**src/rtl/fsc_pkg.sv**
```systemverilog
package fsc_pkg;
    localparam int STAT_W   = 64;
    localparam int ESYN_W   = 9;
    localparam int MSYN_W   = 4;
    localparam int ESYN_LO  = 0;
    localparam int MSYN_LO  = 16;
    localparam int FLAG_LO  = 33;
    localparam int PRIV_BIT = 52;
    localparam int REP_BIT  = 53;

    typedef enum logic [1:0] {
        HELD_NONE = 2'd0,
        HELD_HWC  = 2'd1,
        HELD_SWC  = 2'd2,
        HELD_UNC  = 2'd3
    } cap_state_e;
endpackage

```
**src/rtl/fsc_txn_filter.sv**
```systemverilog
module fsc_txn_filter #(
    parameter int ERR_N  = 19,
    parameter int TYPE_W = 5,
    parameter int TXN_W  = 4
) (
    input  logic              clk,
    input  logic              rst_n,
    input  logic              evt_valid,
    input  logic [TYPE_W-1:0] evt_type,
    input  logic [TXN_W-1:0]  evt_txn,
    output logic              evt_ok
);
    localparam logic [TYPE_W:0] TYPE_LIM = (TYPE_W+1)'(ERR_N);

    logic             seen_q;
    logic [TXN_W-1:0] last_txn_q;
    logic             repeat_hit;

    always_comb begin
        repeat_hit = seen_q && (evt_txn == last_txn_q);
        evt_ok     = evt_valid && ({1'b0, evt_type} < TYPE_LIM) && !repeat_hit;
    end

    always_ff @(posedge clk or negedge rst_n) begin
        if (!rst_n) begin
            seen_q     <= 1'b0;
            last_txn_q <= '0;
        end else if (evt_ok) begin
            seen_q     <= 1'b1;
            last_txn_q <= evt_txn;
        end
    end
endmodule

```
**src/rtl/fsc_flag_bank.sv**
```systemverilog
module fsc_flag_bank #(
    parameter int               ERR_N   = 19,
    parameter int               TYPE_W  = 5,
    parameter logic [ERR_N-1:0] HWC_MASK = '0
) (
    input  logic              clk,
    input  logic              rst_n,
    input  logic              evt_ok,
    input  logic [TYPE_W-1:0] evt_type,
    input  logic              evt_priv,
    input  logic [ERR_N-1:0]  clr_vec,
    input  logic              clr_rep,
    input  logic              clr_priv,
    output logic [ERR_N-1:0]  flags_q,
    output logic              bit_was_set,
    output logic              rep_q,
    output logic              priv_q
);
    logic [ERR_N-1:0] set_vec;

    always_comb begin
        set_vec     = evt_ok ? (ERR_N'(1) << evt_type) : '0;
        bit_was_set = |(flags_q & set_vec);
    end

    for (genvar i = 0; i < ERR_N; i++) begin : g_flag
        always_ff @(posedge clk or negedge rst_n) begin
            if (!rst_n)          flags_q[i] <= 1'b0;
            else if (set_vec[i]) flags_q[i] <= 1'b1;
            else if (clr_vec[i]) flags_q[i] <= 1'b0;
        end
    end

    always_ff @(posedge clk or negedge rst_n) begin
        if (!rst_n) begin
            rep_q  <= 1'b0;
            priv_q <= 1'b0;
        end else begin
            if (bit_was_set && !(|(set_vec & HWC_MASK))) rep_q <= 1'b1;
            else if (clr_rep)                             rep_q <= 1'b0;
            if (evt_ok && evt_priv) priv_q <= 1'b1;
            else if (clr_priv)      priv_q <= 1'b0;
        end
    end
endmodule

```
**src/rtl/fsc_capture_fsm.sv**
```systemverilog
module fsc_capture_fsm
    import fsc_pkg::*;
#(
    parameter int               ERR_N   = 19,
    parameter int               TYPE_W  = 5,
    parameter logic [ERR_N-1:0] UNC_MASK = '0,
    parameter logic [ERR_N-1:0] SWC_MASK = '0
) (
    input  logic              clk,
    input  logic              rst_n,
    input  logic              evt_ok,
    input  logic [TYPE_W-1:0] evt_type,
    input  logic              bit_was_set,
    input  logic [ERR_N-1:0]  clr_vec,
    output logic              cap_fire,
    output cap_state_e        cap_state,
    output logic [TYPE_W-1:0] lock_idx
);
    cap_state_e evt_cls, eff_state, state_d;
    logic       release_hit, beats;
    logic [ERR_N-1:0] evt_vec;

    always_ff @(posedge clk or negedge rst_n) begin
        if (!rst_n) begin
            cap_state <= HELD_NONE;
            lock_idx  <= '0;
        end else begin
            cap_state <= state_d;
            if (cap_fire) lock_idx <= evt_type;
        end
    end

    always_comb begin
        evt_vec = ERR_N'(1) << evt_type;
        if (|(evt_vec & UNC_MASK))      evt_cls = HELD_UNC;
        else if (|(evt_vec & SWC_MASK)) evt_cls = HELD_SWC;
        else                            evt_cls = HELD_HWC;

        release_hit = (cap_state != HELD_NONE) && clr_vec[lock_idx]
                      && !(evt_ok && (evt_type == lock_idx));
        eff_state = release_hit ? HELD_NONE : cap_state;

        unique case (eff_state)
            HELD_NONE: beats = 1'b1;
            HELD_HWC:  beats = (evt_cls == HELD_SWC) || (evt_cls == HELD_UNC);
            HELD_SWC:  beats = (evt_cls == HELD_UNC);
            HELD_UNC:  beats = 1'b0;
            default:   beats = 1'b0;
        endcase

        cap_fire = evt_ok && !bit_was_set && beats;
        state_d  = cap_fire ? evt_cls : eff_state;
    end
endmodule

```
**src/rtl/fault_status_capture.sv**
```systemverilog
module fault_status_capture
    import fsc_pkg::*;
#(
    parameter int               ERR_N    = 19,
    parameter int               ADDR_W   = 40,
    parameter int               TXN_W    = 4,
    parameter int               TYPE_W   = $clog2(ERR_N),
    parameter logic [ERR_N-1:0] UNC_MASK = 19'h75D56,
    parameter logic [ERR_N-1:0] SWC_MASK = 19'h00200
) (
    input  logic               clk,
    input  logic               rst_n,
    input  logic               evt_valid,
    input  logic [TYPE_W-1:0]  evt_type,
    input  logic [ADDR_W-1:0]  evt_addr,
    input  logic [ESYN_W-1:0]  evt_esyn,
    input  logic [MSYN_W-1:0]  evt_msyn,
    input  logic [TXN_W-1:0]   evt_txn,
    input  logic               evt_priv,
    input  logic               reg_wr,
    input  logic [STAT_W-1:0]  reg_wdata,
    output logic [STAT_W-1:0]  status_word,
    output logic [ADDR_W-1:0]  fault_addr
);
    localparam logic [ERR_N-1:0] HWC_MASK = ~(UNC_MASK | SWC_MASK);

    logic              evt_ok, bit_was_set, cap_fire, rep_q, priv_q;
    logic [ERR_N-1:0]  clr_vec, flags_q;
    cap_state_e        cap_state;
    logic [TYPE_W-1:0] lock_idx;
    logic [ESYN_W-1:0] esyn_q;
    logic [MSYN_W-1:0] msyn_q;

    assign clr_vec = reg_wr ? reg_wdata[FLAG_LO +: ERR_N] : '0;

    fsc_txn_filter #(.ERR_N(ERR_N), .TYPE_W(TYPE_W), .TXN_W(TXN_W)) u_filt (
        .clk(clk), .rst_n(rst_n), .evt_valid(evt_valid), .evt_type(evt_type),
        .evt_txn(evt_txn), .evt_ok(evt_ok)
    );

    fsc_flag_bank #(.ERR_N(ERR_N), .TYPE_W(TYPE_W), .HWC_MASK(HWC_MASK)) u_flags (
        .clk(clk), .rst_n(rst_n), .evt_ok(evt_ok), .evt_type(evt_type),
        .evt_priv(evt_priv), .clr_vec(clr_vec),
        .clr_rep(reg_wr && reg_wdata[REP_BIT]),
        .clr_priv(reg_wr && reg_wdata[PRIV_BIT]),
        .flags_q(flags_q), .bit_was_set(bit_was_set), .rep_q(rep_q), .priv_q(priv_q)
    );

    fsc_capture_fsm #(.ERR_N(ERR_N), .TYPE_W(TYPE_W),
                      .UNC_MASK(UNC_MASK), .SWC_MASK(SWC_MASK)) u_fsm (
        .clk(clk), .rst_n(rst_n), .evt_ok(evt_ok), .evt_type(evt_type),
        .bit_was_set(bit_was_set), .clr_vec(clr_vec), .cap_fire(cap_fire),
        .cap_state(cap_state), .lock_idx(lock_idx)
    );

    always_ff @(posedge clk or negedge rst_n) begin
        if (!rst_n) begin
            fault_addr <= '0;
            esyn_q     <= '0;
            msyn_q     <= '0;
        end else if (cap_fire) begin
            fault_addr <= evt_addr;
            esyn_q     <= evt_esyn;
            msyn_q     <= evt_msyn;
        end
    end

    always_comb begin
        status_word                        = '0;
        status_word[ESYN_LO +: ESYN_W]     = esyn_q;
        status_word[MSYN_LO +: MSYN_W]     = msyn_q;
        status_word[FLAG_LO +: ERR_N]      = flags_q;
        status_word[PRIV_BIT]              = priv_q;
        status_word[REP_BIT]               = rep_q;
    end
endmodule

```
**config.mk**
```make
export PLATFORM = sky130hd
export DESIGN_NAME = fault_status_capture
export DESIGN_NICKNAME = d
export VERILOG_FILES = /design/src/rtl/fsc_pkg.sv /design/src/rtl/fsc_txn_filter.sv /design/src/rtl/fsc_flag_bank.sv /design/src/rtl/fsc_capture_fsm.sv /design/src/rtl/fault_status_capture.sv
export SDC_FILE = /design/constraint.sdc
export NUM_CORES = 1
export LEC_CHECK = 0
export BUFFER_PORTS_ARGS = -buffer_cell sky130_fd_sc_hd__buf_2
export CORE_MARGIN = 2
export CORE_UTILIZATION = 45
export CTS_BUF_LIST = sky130_fd_sc_hd__clkbuf_4 sky130_fd_sc_hd__clkbuf_8 sky130_fd_sc_hd__clkbuf_16
export DETAILED_ROUTE_END_ITERATION = 6
export PLACE_DENSITY_LB_ADDON = 0.1
export SYNTH_ARGS = -nofsm -noshare
export SYNTH_HDL_FRONTEND = slang
export SYNTH_SLANG_ARGS = --single-unit
```
**constraint.sdc**
```tcl
create_clock -name clk -period 3.2 [get_ports clk]
set_clock_uncertainty 0.05 [all_clocks]
set_input_delay 0.48 -clock clk [delete_from_list [all_inputs] [get_ports clk]]
set_output_delay 0.48 -clock clk [all_outputs]
set_load 0.01 [all_outputs]
```
==> reports/qor.yml, run 1 <==
outcome: "finished clean"
fp.dieW_um: 103.0
finalSetupTns_ns: 0
start_kind: "register"
path_buf_inv: 1
rr_worst_depth: 8
finalPower_w: 0.004382
critPathLaunch: "u_fsm.lock_idx[1]"
path_depth: 8
dp_hpwl_um: 7229
dieArea_um2: 10620
io_buffers: 161
syn_area_per_cell_um2: 12.36
hold_class: "input port to async pin"
wl_um: 10030
post_cts_resized: 0
ir_drop_mv: 0.4252
gr-total-overflow: 0
ant_nets: 0
finalMaxSlewViolations: 0
post-place-ws_ns: 0.1819
path_delay_family: "multiplexers"
crit_end: "fault_addr[3]"
timing_worst_slew_pin_value_ns: 1.074
coreArea_um2: 9639
postCtsSetupBuffers: 0
critical_path.max_stage_delay_ns: 0.66
fin_util: 0.5662
r2r-start: "u_fsm.lock_idx[1]"
first_global_vias: 3113
finalHoldViolCount: 0
maxUsedRoutingLayer: "met4"
synth_cell_types: 46
diodes: 0
r2r-end: "fault_addr[3]"
row_count: 36
setup_viol: 0
synth.cell_area_um2: 4413
layout-drive-gt1-share: 0.4952
h-tree-depth: 3
cts.path.max_buffers: 2
clk_latency_ns: 0.35
layout_setup_ws_ns: 0.2582
grt.total_usage: 0.1860
cts.hold.buffers_added: 0
placed_cells: 640
numClockSinks: 86
netlist_instances: 357
synth_area_leaders: "dfrtp_1, mux2_4, buf_4"
final_nets: 649
dr.pass1.iters: 4
cp_data_required_time_ns: 3.38
worstPathArrival_ns: 3.12
area_delta_synth_final_pct: 23.67
period_needed_ns: 2.942
via_count: 3217
leakage_nw: 2.903
grt_setup_unrepaired: "no"
synth-edff-count: 0
wl_per_cell_um: 15.29
relSlewSlack: 0.2841
synthArstFlopShare: 1.000
crit_chain: "mux4_2 > mux2i_1 > nor4bb_1 > a311oi_1 > a31o_2 > a211o_4 > buf_12 > mux2_4"
grt_pass1_wl_um: 15350
vias_per_cell: 4.904
crit_path_max_fanout: 32
yosysSeqAreaShare: 0.4877
pwr_density_cell_nw_per_um2: 802.9
crit_path_end_kind: "register"
cts_tree: "built"
fin_crit_sh: 0.9193
max_cap_violations: 0
remaining_drc_errors: 0
ys.warnings.count: 0
wl_met3_um: 757
io-pin-count: 235
fin_cells: 656
wl_met1_um: 4233
drt_iter0_drc: 140
clk_pin_slew_ns: 0.09
grt_max_degree: 87
yosys_most_used_dff: "dfrtp_1"
die_h_um: 103.0
gp_congestion: 0.8033
antenna_found_initial: 0
crit_type: "register to register"
rrSetupSlack_ns: 0.26
cts-buffers-inserted: 9
fill_cells: 885
slowest_stage: "dfrtp_1"
clock-root-buffer: "clkbuf_8"
yosysTopAreaCellShare: 0.4877
yosys.area.top_type: "dfrtp_1"
initial_core_util: 0.4578
fmax_mhz: 339.9
ys_ff_latch: 86
wl_met2_um: 4897
## final cells by class
type                       instances  area (um^2)  area share
clock inverter                     5        65.06     0.01192
inverter                           5        18.77    0.003439
tap                              133        166.4     0.03049
clock buffer                      11        151.4     0.02774
multi-input combinational        243         1981      0.3629
sequential                        86         2152      0.3943
timing repair buffer             173        923.4      0.1692
## flip-flops by register name (all words and copies together) (netlist names)
| name | cells |
|---|---|
| fault_addr | 40 |
| u_flags.flags_q | 19 |
| esyn_q | 9 |
| u_fsm.lock_idx | 5 |
| msyn_q | 4 |
| u_filt.last_txn_q | 4 |
| u_fsm.cap_state | 2 |
| u_filt.seen_q | 1 |
| u_flags.priv_q | 1 |
| u_flags.rep_q | 1 |
## how the worst min path moves through the flow
stage,endpoint,cells past startpoint,slack (ns),startpoint
after global placement,u_flags.priv_q,2,0.41,u_flags.priv_q
after global routing,fault_addr[38],2,0.28,evt_addr[38]
after floorplan,esyn_q[0],0,0.13,rst_n
final,u_flags.flags_q[1],1,0.26,rst_n
after detailed placement,u_filt.seen_q,1,0.43,u_filt.seen_q
after CTS,fault_addr[6],2,0.28,evt_addr[6]
## kinds of logic after synthesis
group | count (synthesis) | synth area share
simple gates | 83 | 0.08591
flops | 86 | 0.4877
xor+xnor | 8 | 0.01588
buf+inv | 57 | 0.09016
other cells | 1 | 0.0008498
mux | 75 | 0.2470
compound gates | 47 | 0.07259
## routing by layer
| layer | track usage | vias to the layer above |
|---|---|---|
| met4 | 0.07287 | 0 |
| met5 | 0 | - |
| met2 | 0.3012 | 155 |
| met1 | 0.2444 | 1541 |
| met3 | 0.04068 | 14 |
| li1 | - | 1507 |
## cell usage after synthesis, types with 5 or more instances
cell	count
o21ai_0	20
mux2_4	59
nand2_1	52
dfrtp_1	86
buf_6	7
mux2i_1	8
clkbuf_1	8
mux2_2	5
nand3_1	5
inv_1	5
nor2_1	6
buf_4	34
xor2_1	7
## where the power goes
part	switching, W	internal (W)
clock network	0.000411	0.000411
logic	0.000720	0.00104
registers	0.000299	0.00150
## layout by cell type (no fill, tap or decap), drive strengths merged, types with 7 or more instances in the layout
cell	Yosys	routed
buf	44	173
clkbuf	8	11
conb	1	30
dfrtp	86	86
mux2	64	64
mux2i	8	8
nand2	52	52
o21ai	20	20
xor2	7	7
## stage by stage
| step | cell area (um^2) | hold slack [ns] |
|---|---|---|
| final | 5458 | 0.2614 |
| after global placement | 5241 | 0.4121 |
| after global routing | 5458 | 0.2828 |
| after detailed placement | 5241 | 0.4273 |
| after floorplan | 4522 | 0.1344 |
| after CTS | 5458 | 0.2816 |
No activity file was read; power rests on OpenSTA's default activity.
==> inputs of run 2 (changes only) <==
--- a/config.mk
+++ b/config.mk
@@ -11,6 +11,7 @@
 export CTS_BUF_LIST = sky130_fd_sc_hd__clkbuf_4 sky130_fd_sc_hd__clkbuf_8 sky130_fd_sc_hd__clkbuf_16
 export DETAILED_ROUTE_END_ITERATION = 6
 export PLACE_DENSITY_LB_ADDON = 0.1
+export RECOVER_POWER = 100
 export SYNTH_ARGS = -nofsm -noshare
 export SYNTH_HDL_FRONTEND = slang
 export SYNTH_SLANG_ARGS = --single-unit
==> run 2 against run 1 <==
Effect of this change:
- the flow now finishes with violations (max-capacitance violations, max-slew violations)
- fmax increased by 1.1%
- combinational power down 26%
- routed wire length down 0.68%
- sequential power hardly changed
- sequential share of layout area increased by 2.4 points
- setup slack better by 0.031 ns
- die area unchanged
- cell area decreased by 5.8%
- critical path depth unchanged
- final cell count unchanged
- highest routed layer unchanged
==> reports/qor.yml, run 2 (synthesized netlist as in run 1, its figures left out) <==
outcome: "finished, violations left"
violations: "max-capacitance violations, max-slew violations"
io-pin-count: 235
fp.dieW_um: 103.0
h-tree-depth: 3
grt_max_degree: 87
fill_cells: 989
crit_path_end_kind: "register"
remaining_drc_errors: 0
cts_tree: "built"
dr.pass1.iters: 6
finalMaxSlewViolations: 87
fin_crit_sh: 0.9096
antenna_found_initial: 0
post_cts_resized: 0
gp_congestion: 0.8033
clk_pin_slew_ns: 0.10
start_kind: "register"
ff_latch_area_um2: 2152
grt_setup_unrepaired: "no"
drt_iter0_drc: 149
ir_drop_mv: 0.3688
gr-total-overflow: 0
top_register: "fault_addr"
multi_input_area_um2: 1767
crit_end: "esyn_q[7]"
post-place-ws_ns: 0.1819
cts.path.max_buffers: 2
wl_um: 9965
timing_worst_slew_pin_value_ns: 2.115
area_delta_synth_final_pct: 16.50
crit_path_max_fanout: 32
dp_hpwl_um: 7229
layout-drive-gt1-share: 0.2390
r2r-end: "esyn_q[7]"
rr_worst_depth: 8
cp_data_required_time_ns: 3.37
max_cap_violations: 1
grt_pass1_wl_um: 15350
rrSetupSlack_ns: 0.29
dieArea_um2: 10620
diodes: 0
crit_chain: "mux4_2 > mux2i_1 > nor4bb_1 > a311oi_1 > a31o_2 > a211o_4 > buf_12 > mux2_1"
largest_register_ffs: 40
maxUsedRoutingLayer: "met4"
finalPower_w: 0.003912
reg_top3: "fault_addr (40), u_flags.flags_q (19), esyn_q (9)"
first_global_vias: 3113
layout_setup_ws_ns: 0.2893
cts-buffers-inserted: 9
worstPathArrival_ns: 3.08
critical_path.max_stage_delay_ns: 0.65
crit_type: "register to register"
via_count: 3230
wl_met1_um: 4210
grt.total_usage: 0.1860
finalHoldViolCount: 0
setup_viol: 0
initial_core_util: 0.4578
fin_util: 0.5334
period_needed_ns: 2.911
final_nets: 649
wl_met2_um: 4862
vias_per_cell: 4.924
coreArea_um2: 9639
pwr_density_cell_nw_per_um2: 760.9
clock-root-buffer: "clkbuf_8"
die_h_um: 103.0
wl_per_cell_um: 15.19
ant_nets: 0
io_buffers: 161
r2r-start: "u_fsm.lock_idx[1]"
clk_latency_ns: 0.35
leakage_nw: 2.375
relSlewSlack: -0.4099
cts.hold.buffers_added: 0
numClockSinks: 86
most-common-layout-cells: "dfrtp_1, buf_2, clkbuf_1, mux2_1, nand2_1"
postCtsSetupBuffers: 0
wl_met3_um: 731
finalSetupTns_ns: 0
slowest_stage: "dfrtp_1"
row_count: 36
hold_class: "input port to register"
critPathLaunch: "u_fsm.lock_idx[1]"
fmax_mhz: 343.6
[run 2: worst min-delay path by stage]
stage	start	to	slack (ns)	depth (start not counted)
final	evt_addr[25]	fault_addr[25]	0.28	2
after global routing	evt_addr[36]	fault_addr[36]	0.26	2
after CTS	evt_addr[6]	fault_addr[6]	0.28	2
after detailed placement	u_filt.seen_q	u_filt.seen_q	0.43	1
after global placement	u_flags.priv_q	u_flags.priv_q	0.41	2
after floorplan	rst_n	esyn_q[0]	0.13	0
[run 2: final cells by class]
type,instances,area share
Multi-Input combinational cell,243,0.3436
Sequential cell,86,0.4186
Timing Repair Buffer,173,0.1596
Inverter,5,0.003651
Clock buffer,11,0.02945
Tap cell,133,0.03237
Clock inverter,5,0.01266
[run 2: critical path: cells and delay by family (launching register included)]
kind,cells,cell delay [ns]
DFF,1,0.65
buffers and inverters,1,0.21
muxes,3,1.16
AOI/OAI and AO/OA,3,0.62
and+or+nand+nor,1,0.08
[run 2: stage by stage]
stage,instances,hold slack [ns],cell area [um^2]
floorplan,386,0.1344,4522
global placement,640,0.4121,5241
detailed placement,640,0.4273,5241
CTS,656,0.2816,5458
global route,656,0.2639,5141
finish,656,0.2825,5141
[run 2: power breakdown]
part	total, W	internal, W	switching, W
clock	0.000818	0.000411	0.000407
combinational	0.00130	0.000610	0.000693
sequential	0.00179	0.00150	0.000294
[run 2: per-layer routing]
layer / track usage / vias to the layer above
met5: 0 / -
met4: 0.07287 / 0
met3: 0.04068 / 17
met2: 0.3012 / 151
met1: 0.2444 / 1548
li1: - / 1514
==> inputs of run 3 (changes only) <==
--- a/config.mk
+++ b/config.mk
@@ -7,7 +7,7 @@
 export LEC_CHECK = 0
 export BUFFER_PORTS_ARGS = -buffer_cell sky130_fd_sc_hd__buf_2
 export CORE_MARGIN = 2
-export CORE_UTILIZATION = 45
+export CORE_UTILIZATION = 41
 export CTS_BUF_LIST = sky130_fd_sc_hd__clkbuf_4 sky130_fd_sc_hd__clkbuf_8 sky130_fd_sc_hd__clkbuf_16
 export DETAILED_ROUTE_END_ITERATION = 6
 export PLACE_DENSITY_LB_ADDON = 0.1
==> constraint.sdc (replaced) <==
create_clock -name clk -period 2.4 [get_ports clk]
set_clock_uncertainty 0.05 [all_clocks]
set_input_delay 0.36 -clock clk [delete_from_list [all_inputs] [get_ports clk]]
set_output_delay 0.36 -clock clk [all_outputs]
set_load 0.01 [all_outputs]
==> run 3 against run 2 <==
Effect of this change:
- the run ends with negative setup slack left
- largest power group is now combinational logic
- setup slack lost 0.51 ns
- routed wire length is 8.5% higher
- cell area up 11%
- hold slack got worse by 0.11 ns
- sequential share of layout area decreased by 4.0 points
- largest cell class unchanged
- non-clock buffer count is 45 higher
- utilization rose by 1.5 points
- clock-buffer cell count shrank 1
- highest routed layer unchanged
- fmax grew 11%
- clock power increased by 34%
- first-iteration DRC count is 11% lower
==> reports/qor.yml, run 3 (synthesized netlist as in run 1, its figures left out) <==
pwr_density_cell_nw_per_um2: 1035
cp_data_required_time_ns: 2.59
path_buf_inv: 1
critical_path.max_stage_delay_ns: 0.55
worstPathArrival_ns: 2.82
largest_register_ffs: 40
fill_cells: 992
die_h_um: 107.7
first_global_vias: 3525
layout_setup_ws_ns: -0.2226
dieArea_um2: 11610
remaining_drc_errors: 0
clock-root-buffer: "clkbuf_8"
io-pin-count: 235
violations: "negative setup slack"
grt_max_degree: 51
layout-drive-gt1-share: 0.3979
ant_nets: 0
setup_viol: 59
clk_pin_slew_ns: 0.10
dp_hpwl_um: 8284
min-delay-start: "evt_addr[15]"
period_needed_ns: 2.623
io_buffers: 161
path_delay_family: "multiplexers"
area_delta_synth_final_pct: 28.95
clk_latency_ns: 0.36
critPathLaunch: "u_fsm.lock_idx[1]"
reg_top3: "fault_addr (40), u_flags.flags_q (19), esyn_q (9)"
crit_chain: "mux4_2 > mux2i_1 > nor4bb_1 > a311oi_1 > a31o_2 > a211o_4 > buf_12 > mux2_4"
start_kind: "register"
timing_worst_slew_pin_value_ns: 0.9195
grt.total_usage: 0.1898
finalMaxSlewViolations: 0
cts_tree: "built"
final_common_cell: "buf_2"
ir_drop_mv: 0.5808
finalSetupTns_ns: -11.85
coreArea_um2: 10370
numClockSinks: 86
top_register: "fault_addr"
r2r-start: "u_fsm.lock_idx[1]"
crit_type: "register to register"
max_cap_violations: 0
cts.path.max_buffers: 2
outcome: "finished, violations left"
most-common-layout-cells: "buf_2, dfrtp_1, clkbuf_1, mux2_4, nand2_1"
postCtsSetupBuffers: 0
gp_congestion: 0.9476
gr-total-overflow: 0
final_nets: 694
dr.pass1.iters: 4
grt_pass1_wl_um: 17170
cts-buffers-inserted: 9
h-tree-depth: 3
grt_setup_unrepaired: "yes"
initial_core_util: 0.4256
fp.dieW_um: 107.7
wl_per_cell_um: 15.36
whs_ns: 0.1703
hold_class: "input port to register"
diodes: 0
crit_path_end_kind: "register"
finalHoldViolCount: 0
fmax_mhz: 381.3
vias_per_cell: 4.781
wl_um: 10810
slowest_stage: "mux4_2"
antenna_found_initial: 0
crit_path_max_fanout: 28
relSlewSlack: 0.3870
via_count: 3366
leakage_nw: 2.867
drt_iter0_drc: 133
fin_crit_sh: 1.093
row_count: 37
run 3: path summary, 6_finish.rpt:
kind / end / slack, ns / cells after the start
hold reg to reg: u_flags.priv_q / 0.44 / 2
max in group asynchronous: u_flags.rep_q / 0.41 / 3
min in group asynchronous: u_flags.flags_q[2] / 0.61 / 2
hold / removal: fault_addr[15] / 0.17 / 2
setup / recovery: esyn_q[8] / -0.22 / 8
setup reg to reg: esyn_q[8] / -0.22 / 8
run 3: report_power, final:
group / internal (W) / switching [W] / total [W]
Combinational: 0.00138 / 0.00105 / 0.00243
Sequential: 0.00200 / 0.000363 / 0.00236
Clock: 0.000530 / 0.000567 / 0.00110
Total: 0.00391 / 0.00198 / 0.00589
run 3: worst register-to-register path: cells and delay by family, from the launching register on:
family / cells / cell delay (ns)
simple gates: 1 / 0.08
compound gates: 3 / 0.63
mux: 3 / 1.09
buf+inv: 1 / 0.23
flops: 1 / 0.45
run 3: final cells by class:
| type | count | area [um^2] | area share |
|---|---|---|---|
| repair buffers | 218 | 1149 | 0.2018 |
| multi-input cells | 243 | 1986 | 0.3489 |
| clock buffers | 10 | 137.6 | 0.02419 |
| well taps | 136 | 170.2 | 0.02990 |
| inverters | 5 | 18.77 | 0.003298 |
| flip-flops and latches | 86 | 2153 | 0.3784 |
| clock inverters | 6 | 76.32 | 0.01341 |
run 3: what timing repair did:
| item | CTS | global route |
|---|---|---|
| resized for setup | 1 | 1 |
| hold buffers | 1 | 0 |
| endpoints found under the setup margin | 60 | 60 |
| pin swaps | 1 | 0 |
| endpoints found under the hold margin | 36 | 0 |
run 3: through the flow:
step	power [W]	cells	util	cell area (um^2)	worst slack, ns
6_report	0.005890	704	0.5487	5690	-0.2226
5_1_grt	0.006268	704	0.5487	5690	-0.3019
4_1_cts	0.006083	704	0.5606	5813	-0.2209
3_5_place_dp	0.004951	687	0.5389	5588	-0.3867
3_3_place_gp	0.004905	687	0.5389	5588	-0.3279
2_1_floorplan	0.004038	386	-	4537	-0.05870
run 3: routing by layer:
metal | global-route usage | share of wire | up-vias
li1 | - | - | 1594
met1 | 0.2511 | 0.44 | 1613
met2 | 0.3077 | 0.47 | 147
met3 | 0.04419 | 0.084 | 12
met4 | 0.06227 | 0.014 | 0
met5 | 0 | 0 | -
